**config.mk**
```make
export PLATFORM = sky130hd
export DESIGN_NAME = tlb_lock_mgr
export DESIGN_NICKNAME = d
export VERILOG_FILES = /design/src/rtl/tlb_lock_pkg.sv /design/src/rtl/tlb_regs.sv /design/src/rtl/tlb_store.sv /design/src/rtl/tlb_lookup.sv /design/src/rtl/tlb_victim.sv /design/src/rtl/tlb_lock_mgr.sv
export SDC_FILE = /design/constraint.sdc
export NUM_CORES = 2
export LEC_CHECK = 0
export CORE_MARGIN = 2
export CORE_UTILIZATION = 45
export DETAILED_ROUTE_END_ITERATION = 6
export PLACE_DENSITY = 0.69
export SETUP_SLACK_MARGIN = 0.4
export SYNTH_ARGS = -nofsm -noshare
export SYNTH_HDL_FRONTEND = slang
export SYNTH_SLANG_ARGS = --single-unit
```
**constraint.sdc**
```tcl
create_clock -name clk -period 12 [get_ports clk]
set_input_delay 2.4 -clock clk [delete_from_list [all_inputs] [get_ports clk]]
set_output_delay 2.4 -clock clk [all_outputs]
set_load 0.02 [all_outputs]
```
**src/rtl/tlb_lock_pkg.sv**
```systemverilog
package tlb_lock_pkg;

    localparam int DATA_W     = 16;
    localparam int ADDR_W     = 4;
    localparam int VA_W       = 32;
    localparam int PAGE_SHIFT = 10;
    localparam int TAG_W      = VA_W - PAGE_SHIFT;
    localparam int LO_W       = TAG_W - DATA_W;
    localparam int LO_MSB     = DATA_W - 1;
    localparam int LO_LSB     = DATA_W - LO_W;

    typedef enum logic [1:0] {
        PERM_NONE = 2'b00,
        PERM_RSVD = 2'b01,
        PERM_RO   = 2'b10,
        PERM_RW   = 2'b11
    } perm_e;

    typedef enum logic [ADDR_W-1:0] {
        REG_CAM_HI = 4'd0,
        REG_CAM_LO = 4'd1,
        REG_RAM_HI = 4'd2,
        REG_RAM_LO = 4'd3,
        REG_CMD    = 4'd4,
        REG_LOCK   = 4'd5,
        REG_BASE   = 4'd6,
        REG_VICTIM = 4'd7,
        REG_GFLUSH = 4'd8,
        REG_EFLUSH = 4'd9
    } reg_addr_e;

    localparam logic [DATA_W-1:0] CMD_LOAD = 16'd1;
    localparam logic [DATA_W-1:0] CMD_READ = 16'd2;
    localparam logic [DATA_W-1:0] CMD_GO   = 16'd1;

    typedef struct packed {
        logic             valid;
        logic [TAG_W-1:0] vtag;
        logic [TAG_W-1:0] ppn;
        perm_e            perm;
    } tlb_entry_t;

    function automatic logic perm_fault(perm_e p, logic is_wr);
        return (p == PERM_NONE) || (p == PERM_RSVD) || (is_wr && (p == PERM_RO));
    endfunction

endpackage

```
**src/rtl/tlb_regs.sv**
```systemverilog
module tlb_regs
    import tlb_lock_pkg::*;
#(
    parameter int IDX_W = 4
) (
    input  logic              clk,
    input  logic              rst,
    input  logic              reg_we,
    input  logic [ADDR_W-1:0] reg_waddr,
    input  logic [DATA_W-1:0] reg_wdata,
    input  logic [ADDR_W-1:0] reg_raddr,
    output logic [DATA_W-1:0] reg_rdata,
    input  tlb_entry_t        rb_entry,
    input  logic [IDX_W-1:0]  victim,
    output tlb_entry_t        stage,
    output logic [IDX_W-1:0]  lock_q,
    output logic [IDX_W-1:0]  base_q,
    output logic              base_we,
    output logic [IDX_W-1:0]  base_new,
    output logic              do_load,
    output logic              do_read,
    output logic              do_gflush,
    output logic              do_eflush
);

    logic [DATA_W-1:0] cam_hi_q;
    logic [LO_W-1:0]   cam_lo_q;
    logic              cam_v_q;
    logic [DATA_W-1:0] ram_hi_q;
    logic [LO_W-1:0]   ram_lo_q;
    perm_e             perm_q;

    // Command strobes exist only in the cycle of the write.
    assign do_load   = reg_we && (reg_waddr == REG_CMD)    && (reg_wdata == CMD_LOAD);
    assign do_read   = reg_we && (reg_waddr == REG_CMD)    && (reg_wdata == CMD_READ);
    assign do_gflush = reg_we && (reg_waddr == REG_GFLUSH) && (reg_wdata == CMD_GO);
    assign do_eflush = reg_we && (reg_waddr == REG_EFLUSH) && (reg_wdata == CMD_GO);
    assign base_we   = reg_we && (reg_waddr == REG_BASE);
    assign base_new  = reg_wdata[IDX_W-1:0];

    always_ff @(posedge clk) begin
        if (rst) begin
            cam_hi_q <= '0;
            cam_lo_q <= '0;
            cam_v_q  <= 1'b0;
            ram_hi_q <= '0;
            ram_lo_q <= '0;
            perm_q   <= PERM_NONE;
            lock_q   <= '0;
            base_q   <= '0;
        end else begin
            if (do_read) begin
                cam_hi_q <= rb_entry.vtag[TAG_W-1:LO_W];
                cam_lo_q <= rb_entry.vtag[LO_W-1:0];
                cam_v_q  <= rb_entry.valid;
                ram_hi_q <= rb_entry.ppn[TAG_W-1:LO_W];
                ram_lo_q <= rb_entry.ppn[LO_W-1:0];
                perm_q   <= rb_entry.perm;
            end
            if (reg_we) begin
                case (reg_waddr)
                    REG_CAM_HI: cam_hi_q <= reg_wdata;
                    REG_CAM_LO: begin
                        cam_lo_q <= reg_wdata[LO_MSB:LO_LSB];
                        cam_v_q  <= reg_wdata[0];
                    end
                    REG_RAM_HI: ram_hi_q <= reg_wdata;
                    REG_RAM_LO: begin
                        ram_lo_q <= reg_wdata[LO_MSB:LO_LSB];
                        perm_q   <= perm_e'(reg_wdata[9:8]);
                    end
                    REG_LOCK:   lock_q <= reg_wdata[IDX_W-1:0];
                    REG_BASE:   base_q <= reg_wdata[IDX_W-1:0];
                    default: ;
                endcase
            end
        end
    end

    always_comb begin
        stage.valid = cam_v_q;
        stage.vtag  = {cam_hi_q, cam_lo_q};
        stage.ppn   = {ram_hi_q, ram_lo_q};
        stage.perm  = perm_q;
    end

    always_comb begin
        reg_rdata = '0;
        case (reg_raddr)
            REG_CAM_HI: reg_rdata = cam_hi_q;
            REG_CAM_LO: reg_rdata = {cam_lo_q, {(LO_LSB-1){1'b0}}, cam_v_q};
            REG_RAM_HI: reg_rdata = ram_hi_q;
            REG_RAM_LO: reg_rdata = {ram_lo_q, {(LO_LSB-10){1'b0}}, perm_q, 8'h00};
            REG_LOCK:   reg_rdata = {{(DATA_W-IDX_W){1'b0}}, lock_q};
            REG_BASE:   reg_rdata = {{(DATA_W-IDX_W){1'b0}}, base_q};
            REG_VICTIM: reg_rdata = {{(DATA_W-IDX_W){1'b0}}, victim};
            default:    reg_rdata = '0;
        endcase
    end

endmodule

```
**src/rtl/tlb_store.sv**
```systemverilog
module tlb_store
    import tlb_lock_pkg::*;
#(
    parameter int ENTRIES = 16,
    parameter int IDX_W   = 4
) (
    input  logic             clk,
    input  logic             rst,
    input  logic             do_load,
    input  logic             do_gflush,
    input  logic             do_eflush,
    input  logic [IDX_W-1:0] lock_q,
    input  logic [IDX_W-1:0] base_q,
    input  tlb_entry_t       stage,
    output tlb_entry_t       ent_q [ENTRIES]
);

    for (genvar i = 0; i < ENTRIES; i++) begin : g_slot
        localparam logic [IDX_W-1:0] SLOT = IDX_W'(i);
        logic targeted;
        logic unprotected;

        assign targeted    = (lock_q == SLOT);
        assign unprotected = (SLOT >= base_q);

        always_ff @(posedge clk) begin
            if (rst) begin
                ent_q[i] <= '0;
            end else if (do_load && targeted) begin
                ent_q[i] <= stage;
            end else if ((do_eflush && targeted) || (do_gflush && unprotected)) begin
                ent_q[i].valid <= 1'b0;
            end
        end
    end

endmodule

```
**src/rtl/tlb_lookup.sv**
```systemverilog
module tlb_lookup
    import tlb_lock_pkg::*;
#(
    parameter int ENTRIES = 16,
    parameter int IDX_W   = 4
) (
    input  tlb_entry_t       ent_q [ENTRIES],
    input  logic             lk_req,
    input  logic             lk_write,
    input  logic [TAG_W-1:0] lk_vpn,
    output logic             lk_hit,
    output logic             lk_miss,
    output logic             lk_fault,
    output logic [TAG_W-1:0] lk_ppn,
    output perm_e            lk_perm
);

    logic [ENTRIES-1:0] match;
    logic [IDX_W-1:0]   sel;
    logic               any;
    tlb_entry_t         chosen;

    for (genvar i = 0; i < ENTRIES; i++) begin : g_cmp
        assign match[i] = ent_q[i].valid && (ent_q[i].vtag == lk_vpn);
    end

    // Lowest matching index wins.
    always_comb begin
        sel = '0;
        for (int i = ENTRIES - 1; i >= 0; i--) begin
            if (match[i]) sel = IDX_W'(i);
        end
    end

    assign any    = |match;
    assign chosen = ent_q[sel];

    always_comb begin
        lk_hit   = lk_req && any;
        lk_miss  = lk_req && !any;
        lk_ppn   = lk_hit ? chosen.ppn  : '0;
        lk_perm  = lk_hit ? chosen.perm : PERM_NONE;
        lk_fault = lk_hit && perm_fault(chosen.perm, lk_write);
    end

endmodule

```
**src/rtl/tlb_victim.sv**
```systemverilog
module tlb_victim #(
    parameter int ENTRIES = 16,
    parameter int IDX_W   = 4
) (
    input  logic             clk,
    input  logic             rst,
    input  logic             miss_evt,
    input  logic [IDX_W-1:0] base_q,
    input  logic             base_we,
    input  logic [IDX_W-1:0] base_new,
    output logic [IDX_W-1:0] victim_q
);

    localparam logic [IDX_W-1:0] LAST = IDX_W'(ENTRIES - 1);

    always_ff @(posedge clk) begin
        if (rst) begin
            victim_q <= '0;
        end else if (base_we) begin
            if (victim_q < base_new) victim_q <= base_new;
        end else if (miss_evt) begin
            victim_q <= (victim_q == LAST) ? base_q : victim_q + 1'b1;
        end
    end

endmodule

```
**src/rtl/tlb_lock_mgr.sv**
```systemverilog
module tlb_lock_mgr
    import tlb_lock_pkg::*;
#(
    parameter int ENTRIES = 16
) (
    input  logic              clk,
    input  logic              rst,
    input  logic              reg_we,
    input  logic [ADDR_W-1:0] reg_waddr,
    input  logic [DATA_W-1:0] reg_wdata,
    input  logic [ADDR_W-1:0] reg_raddr,
    output logic [DATA_W-1:0] reg_rdata,
    input  logic              lk_req,
    input  logic              lk_write,
    input  logic [TAG_W-1:0]  lk_vpn,
    output logic              lk_hit,
    output logic              lk_miss,
    output logic              lk_fault,
    output logic [TAG_W-1:0]  lk_ppn,
    output logic [1:0]        lk_perm
);

    localparam int IDX_W = $clog2(ENTRIES);

    tlb_entry_t         stage;
    tlb_entry_t         rb_entry;
    tlb_entry_t         ent_q [ENTRIES];
    logic [IDX_W-1:0]   lock_q;
    logic [IDX_W-1:0]   base_q;
    logic [IDX_W-1:0]   base_new;
    logic [IDX_W-1:0]   victim_q;
    logic               base_we;
    logic               do_load;
    logic               do_read;
    logic               do_gflush;
    logic               do_eflush;
    logic [ENTRIES-1:0] ent_valid;
    perm_e              perm_out;

    assign rb_entry = ent_q[lock_q];
    assign lk_perm  = perm_out;

    for (genvar i = 0; i < ENTRIES; i++) begin : g_vld
        assign ent_valid[i] = ent_q[i].valid;
    end

    tlb_regs #(.IDX_W(IDX_W)) u_regs (
        .clk       (clk),
        .rst       (rst),
        .reg_we    (reg_we),
        .reg_waddr (reg_waddr),
        .reg_wdata (reg_wdata),
        .reg_raddr (reg_raddr),
        .reg_rdata (reg_rdata),
        .rb_entry  (rb_entry),
        .victim    (victim_q),
        .stage     (stage),
        .lock_q    (lock_q),
        .base_q    (base_q),
        .base_we   (base_we),
        .base_new  (base_new),
        .do_load   (do_load),
        .do_read   (do_read),
        .do_gflush (do_gflush),
        .do_eflush (do_eflush)
    );

    tlb_store #(.ENTRIES(ENTRIES), .IDX_W(IDX_W)) u_store (
        .clk       (clk),
        .rst       (rst),
        .do_load   (do_load),
        .do_gflush (do_gflush),
        .do_eflush (do_eflush),
        .lock_q    (lock_q),
        .base_q    (base_q),
        .stage     (stage),
        .ent_q     (ent_q)
    );

    tlb_lookup #(.ENTRIES(ENTRIES), .IDX_W(IDX_W)) u_lookup (
        .ent_q    (ent_q),
        .lk_req   (lk_req),
        .lk_write (lk_write),
        .lk_vpn   (lk_vpn),
        .lk_hit   (lk_hit),
        .lk_miss  (lk_miss),
        .lk_fault (lk_fault),
        .lk_ppn   (lk_ppn),
        .lk_perm  (perm_out)
    );

    tlb_victim #(.ENTRIES(ENTRIES), .IDX_W(IDX_W)) u_victim (
        .clk      (clk),
        .rst      (rst),
        .miss_evt (lk_miss),
        .base_q   (base_q),
        .base_we  (base_we),
        .base_new (base_new),
        .victim_q (victim_q)
    );

endmodule

```
==> summary.md <==
| Metric | Value |
|---|---|
| TNS Setup | 0 ns |
| Seq pwr share | approximately 45% |
| Crit Path Class | primary input to primary output |
| P_sw | ~1.5 mW |
| Period utilization | between 90% and 100% |
| Worst path cell trace | clkdlybuf4s50_1 -> xnor2_1 -> nand4_1 -> nor4_1 -> nand3_1 -> nand4_1 -> a41oi_2 -> nor2_4 -> and2_2 -> buf_4 -> a22oi_1 -> nand3_1 -> nand2_1 -> clkdlybuf4s50_1 |
| Vias in the first global route | 37880 |
| CP required | 9.60 ns |
| # DRC | 0 |
| Cell Area, Synth | approximately 44000 sq um |
| Max Clk Rate | 91.77 MHz |
| GRT met3 Usage | a little over a tenth |
| Starting Density | a little under half |
| Placed Cells | a little over 6000 |
| Core ar. | around 97000 sq um |
| Complex-gate fraction of the synthesized area | 12.05% |
| Post-DR wirelength/cell | about 29 um |
| Final setup margin | between 1 and 1.5 ns |
| CTS sink count | 811 |
| M2 GR Usage | about half |
| Buf/Inv on CP | 3 |
| Post-Synth Simple-Gate Area | about a fifth |
| Distinct cells, synth | just under 70 |
| Yosys warnings | 0 |
| Clock Skew | between 0.03 and 0.04 ns |
| Mapped Cells | ~5300 |
| Synth-to-Final Area Change | 10.42% |
| Largest net degree at the start of global routing | around 230 |
| # resized after CTS | 0 |
| Max incr delay on CP | approximately 1.2 ns |
| Final Power | 6.066 mW |
| Flops & latches, synth | 811 |
| Hold WC Path Type | flip-flop to flip-flop |
| Adder-Cell Fraction of Synth Area | less than 1% |
| Fin. Hold Viols | 0 |
| Max Cap Violations | 0 |
| First-pass GRT wire length | approximately 260 mm |
| Clk Latency, worst-skew pair | 0.71 ns |
| Synth Area in XOR/XNOR | under 10% |
| Placer Congestion | approximately 1.1 |
| Site row count | ~110 |
| CTS Buffer Depth | 3 |
| Crit path launch type | primary input |
| Die width | 316.6 um |
| Avg Inst Size Synth | 8.313 sq um |
| Clock share of power | between 50% and 60% |
| Largest family of logic cells by synthesized area | simple AND/OR/NAND/NOR gates |
| Sw Share | approximately a quarter |
| Slew @ Worst Pin | 1.400 ns |
| Clock period minus worst slack | ~11 ns |
| Unrepaired setup endpoints after global routing | no |
| CP max FO | 44 |
| Fraction of layout cells with a size suffix above 1 | ~11% |
| Syn nets | about 5300 |
| Number of port buffers | just over 90 |
| Delay-heaviest family, CP | simple AND/OR/NAND/NOR gates |
| Fin. max-slew vios | 0 |
| Comb power frac | 4.8% |
| Status | complete, no violations |
| Initial antenna violation count | 8 |
| GRT overflow | 0 |
| Leak | 16.52 nW |
| Routed WL | between 150 and 200 mm |
| Post-synthesis sequential area ratio | ~37% |
| Drt first pass iters | 7 |
| Root Driver | clkbuf_16 |
| Crit end category | primary output |
| Setup violations, final | 0 |
| Final Non-Filler Cells | between 6000 and 7000 |
| GR peak layer | met2 |
| Reg clk slew, reported paths | ~0.060 ns |
| CTS tree | done |
| Dpl hpwl | between 100 and 150 mm |
| Post CTS Setup Buffer Count | 0 |
| Dpl cell area | about 45000 sq um |
| P_int | 4.549 mW |
| Cts hold-fix bufs | 0 |
| Final instance area | about 49000 sq um |
| Fillers | roughly 9000 |
| Crit-path slowest cell | clkdlybuf4s50_1 |
| Worst vdd ir | 0.0001090 V |
| Initial drt markers | just under 7000 |
| Via count | about 41000 |
| Final ANT Viol Nets | 0 |
| Die Area | ~100000 sq um |
| H-tree depth | 3 |
| Met1 Track Usage GR | between 40 and 50% |
| Asr flop ratio synth | 0% |
| Routed vias/inst | ~6.4 |
| Arr. time, crit path | 8.50 ns |
| PD cells | roughly 120 nW/um^2 |
| Net count, final | 5105 |
| Post-Place Setup Slack | between 1 and 1.5 ns |
| Die Height | 316.6 um |
| TritonCTS buffer count | 92 |
| Top_reg_cell synth | dfxtp_1 |
| GRT Overall Usage | a little over a third |
| Num ports | 94 |
| Multiplexer share of the synthesized area | between 10% and 20% |
| Relative slew slack | roughly 6.4% |
| EDFF count, synth | 0 |
## routing by layer
layer	vias up	share of wire, %
met3	560	15
met4	4	5.8
met1	19810	38
met2	3152	41
met5	-	0.043
li1	17720	-
## power groups by stage
stage               combinational, mW  clock, mW  sequential, mW
finish                          0.289       3.06            2.72
global route                    0.296       3.16            2.72
CTS                             0.276       3.06            2.72
detailed placement              0.274          0            2.78
global placement                0.277          0            2.78
floorplan                       0.183          0            2.76
## synth_stat cells, types with 12 or more instances
cell type / n / share of area (%)
dfxtp_1: 811 / 37
nand2b_1: 12 / 0.17
mux2i_1: 263 / 6.0
nand4_1: 56 / 0.80
o2111ai_1: 16 / 0.32
xor2_1: 217 / 4.3
clkbuf_1: 385 / 3.3
nand2_1: 1648 / 14
nor3_1: 25 / 0.28
a211oi_1: 47 / 0.80
buf_6: 22 / 0.56
buf_2: 53 / 0.60
nor2b_1: 18 / 0.26
xnor2_1: 126 / 2.5
nor4_1: 88 / 1.3
a22oi_1: 50 / 0.85
or3_1: 12 / 0.17
nand3_1: 81 / 0.92
mux4_2: 241 / 12
a21oi_1: 812 / 9.2
nor2_1: 111 / 0.95
or3b_1: 16 / 0.32
buf_1: 42 / 0.36
## placed cells by master, fill, tap and decap left out, types with 88 or more instances in the layout
cell,count
xor2_1,217
mux2i_1,263
dfxtp_1,807
mux4_2,241
nor2_1,99
xnor2_1,126
nor4_1,88
nand2_1,1636
a21oi_1,812
clkbuf_16,92
clkdlybuf4s50_1,92
## cells by family (layout without fill, tap and decap cells)
kind of cell / after synthesis / count (layout)
AOI/OAI and AO/OA: 970 / 970
xor gates and xnor gates: 352 / 352
adders and majority gates: 4 / 4
buffers and inverters: 518 / 353
DFF: 811 / 811
muxes: 505 / 505
other: 0 / 5
and+or+nand+nor: 2130 / 2130
## per-stage QoR
stage | util [%] | hold slack (ns)
finish | 50.21 | 0.4654
global route | 50.21 | 0.4813
CTS | 50.20 | 0.4678
detailed placement | 46.81 | 0.4611
global placement | 46.81 | 0.4533
floorplan | - | 0.4455
## final cells by class
type / count / area [sq um] / area share, %
multi-input cells: 3961 / 25760 / 53.05
flip-flops and latches: 811 / 16250 / 33.46
clock buffers: 125 / 2586 / 5.326
repair buffers: 178 / 1637 / 3.370
well taps: 1276 / 1597 / 3.288
clock inverters: 44 / 694.4 / 1.430
inverters: 6 / 22.52 / 0.04638
diodes: 5 / 12.51 / 0.02577
## path summary, 6_finish.rpt
path | startpoint | endpoint | slack [ns] | cells after the start
hold / removal | u_store.ent_q[394] | u_store.ent_q[394] | 0.47 | 2
setup / recovery | lk_vpn[9] | lk_ppn[13] | 1.10 | 14
setup reg to reg | u_regs.lock_q[0] | u_regs.perm_q[0] | 7.43 | 6
hold reg to reg | u_store.ent_q[394] | u_store.ent_q[394] | 0.47 | 2
## worst register-to-register path: stages, from the launching register on
cell,delay [ns]
dfxtp_4,0.59
buf_4,0.86
buf_4,0.92
mux4_2,0.65
mux4_2,0.47
mux2i_1,0.71
a211oi_1,0.20
## state kept, by name (all words and copies together) (netlist names)
name,count
u_victim.victim_q,4
u_regs.cam_v_q,1
u_regs.base_q,4
u_regs.ram_hi_q,16
u_store.ent_q,752
u_regs.cam_hi_q,16
u_regs.lock_q,4
u_regs.ram_lo_q,6
u_regs.perm_q,2
u_regs.cam_lo_q,6
No activity file was read; power rests on OpenSTA's default activity.
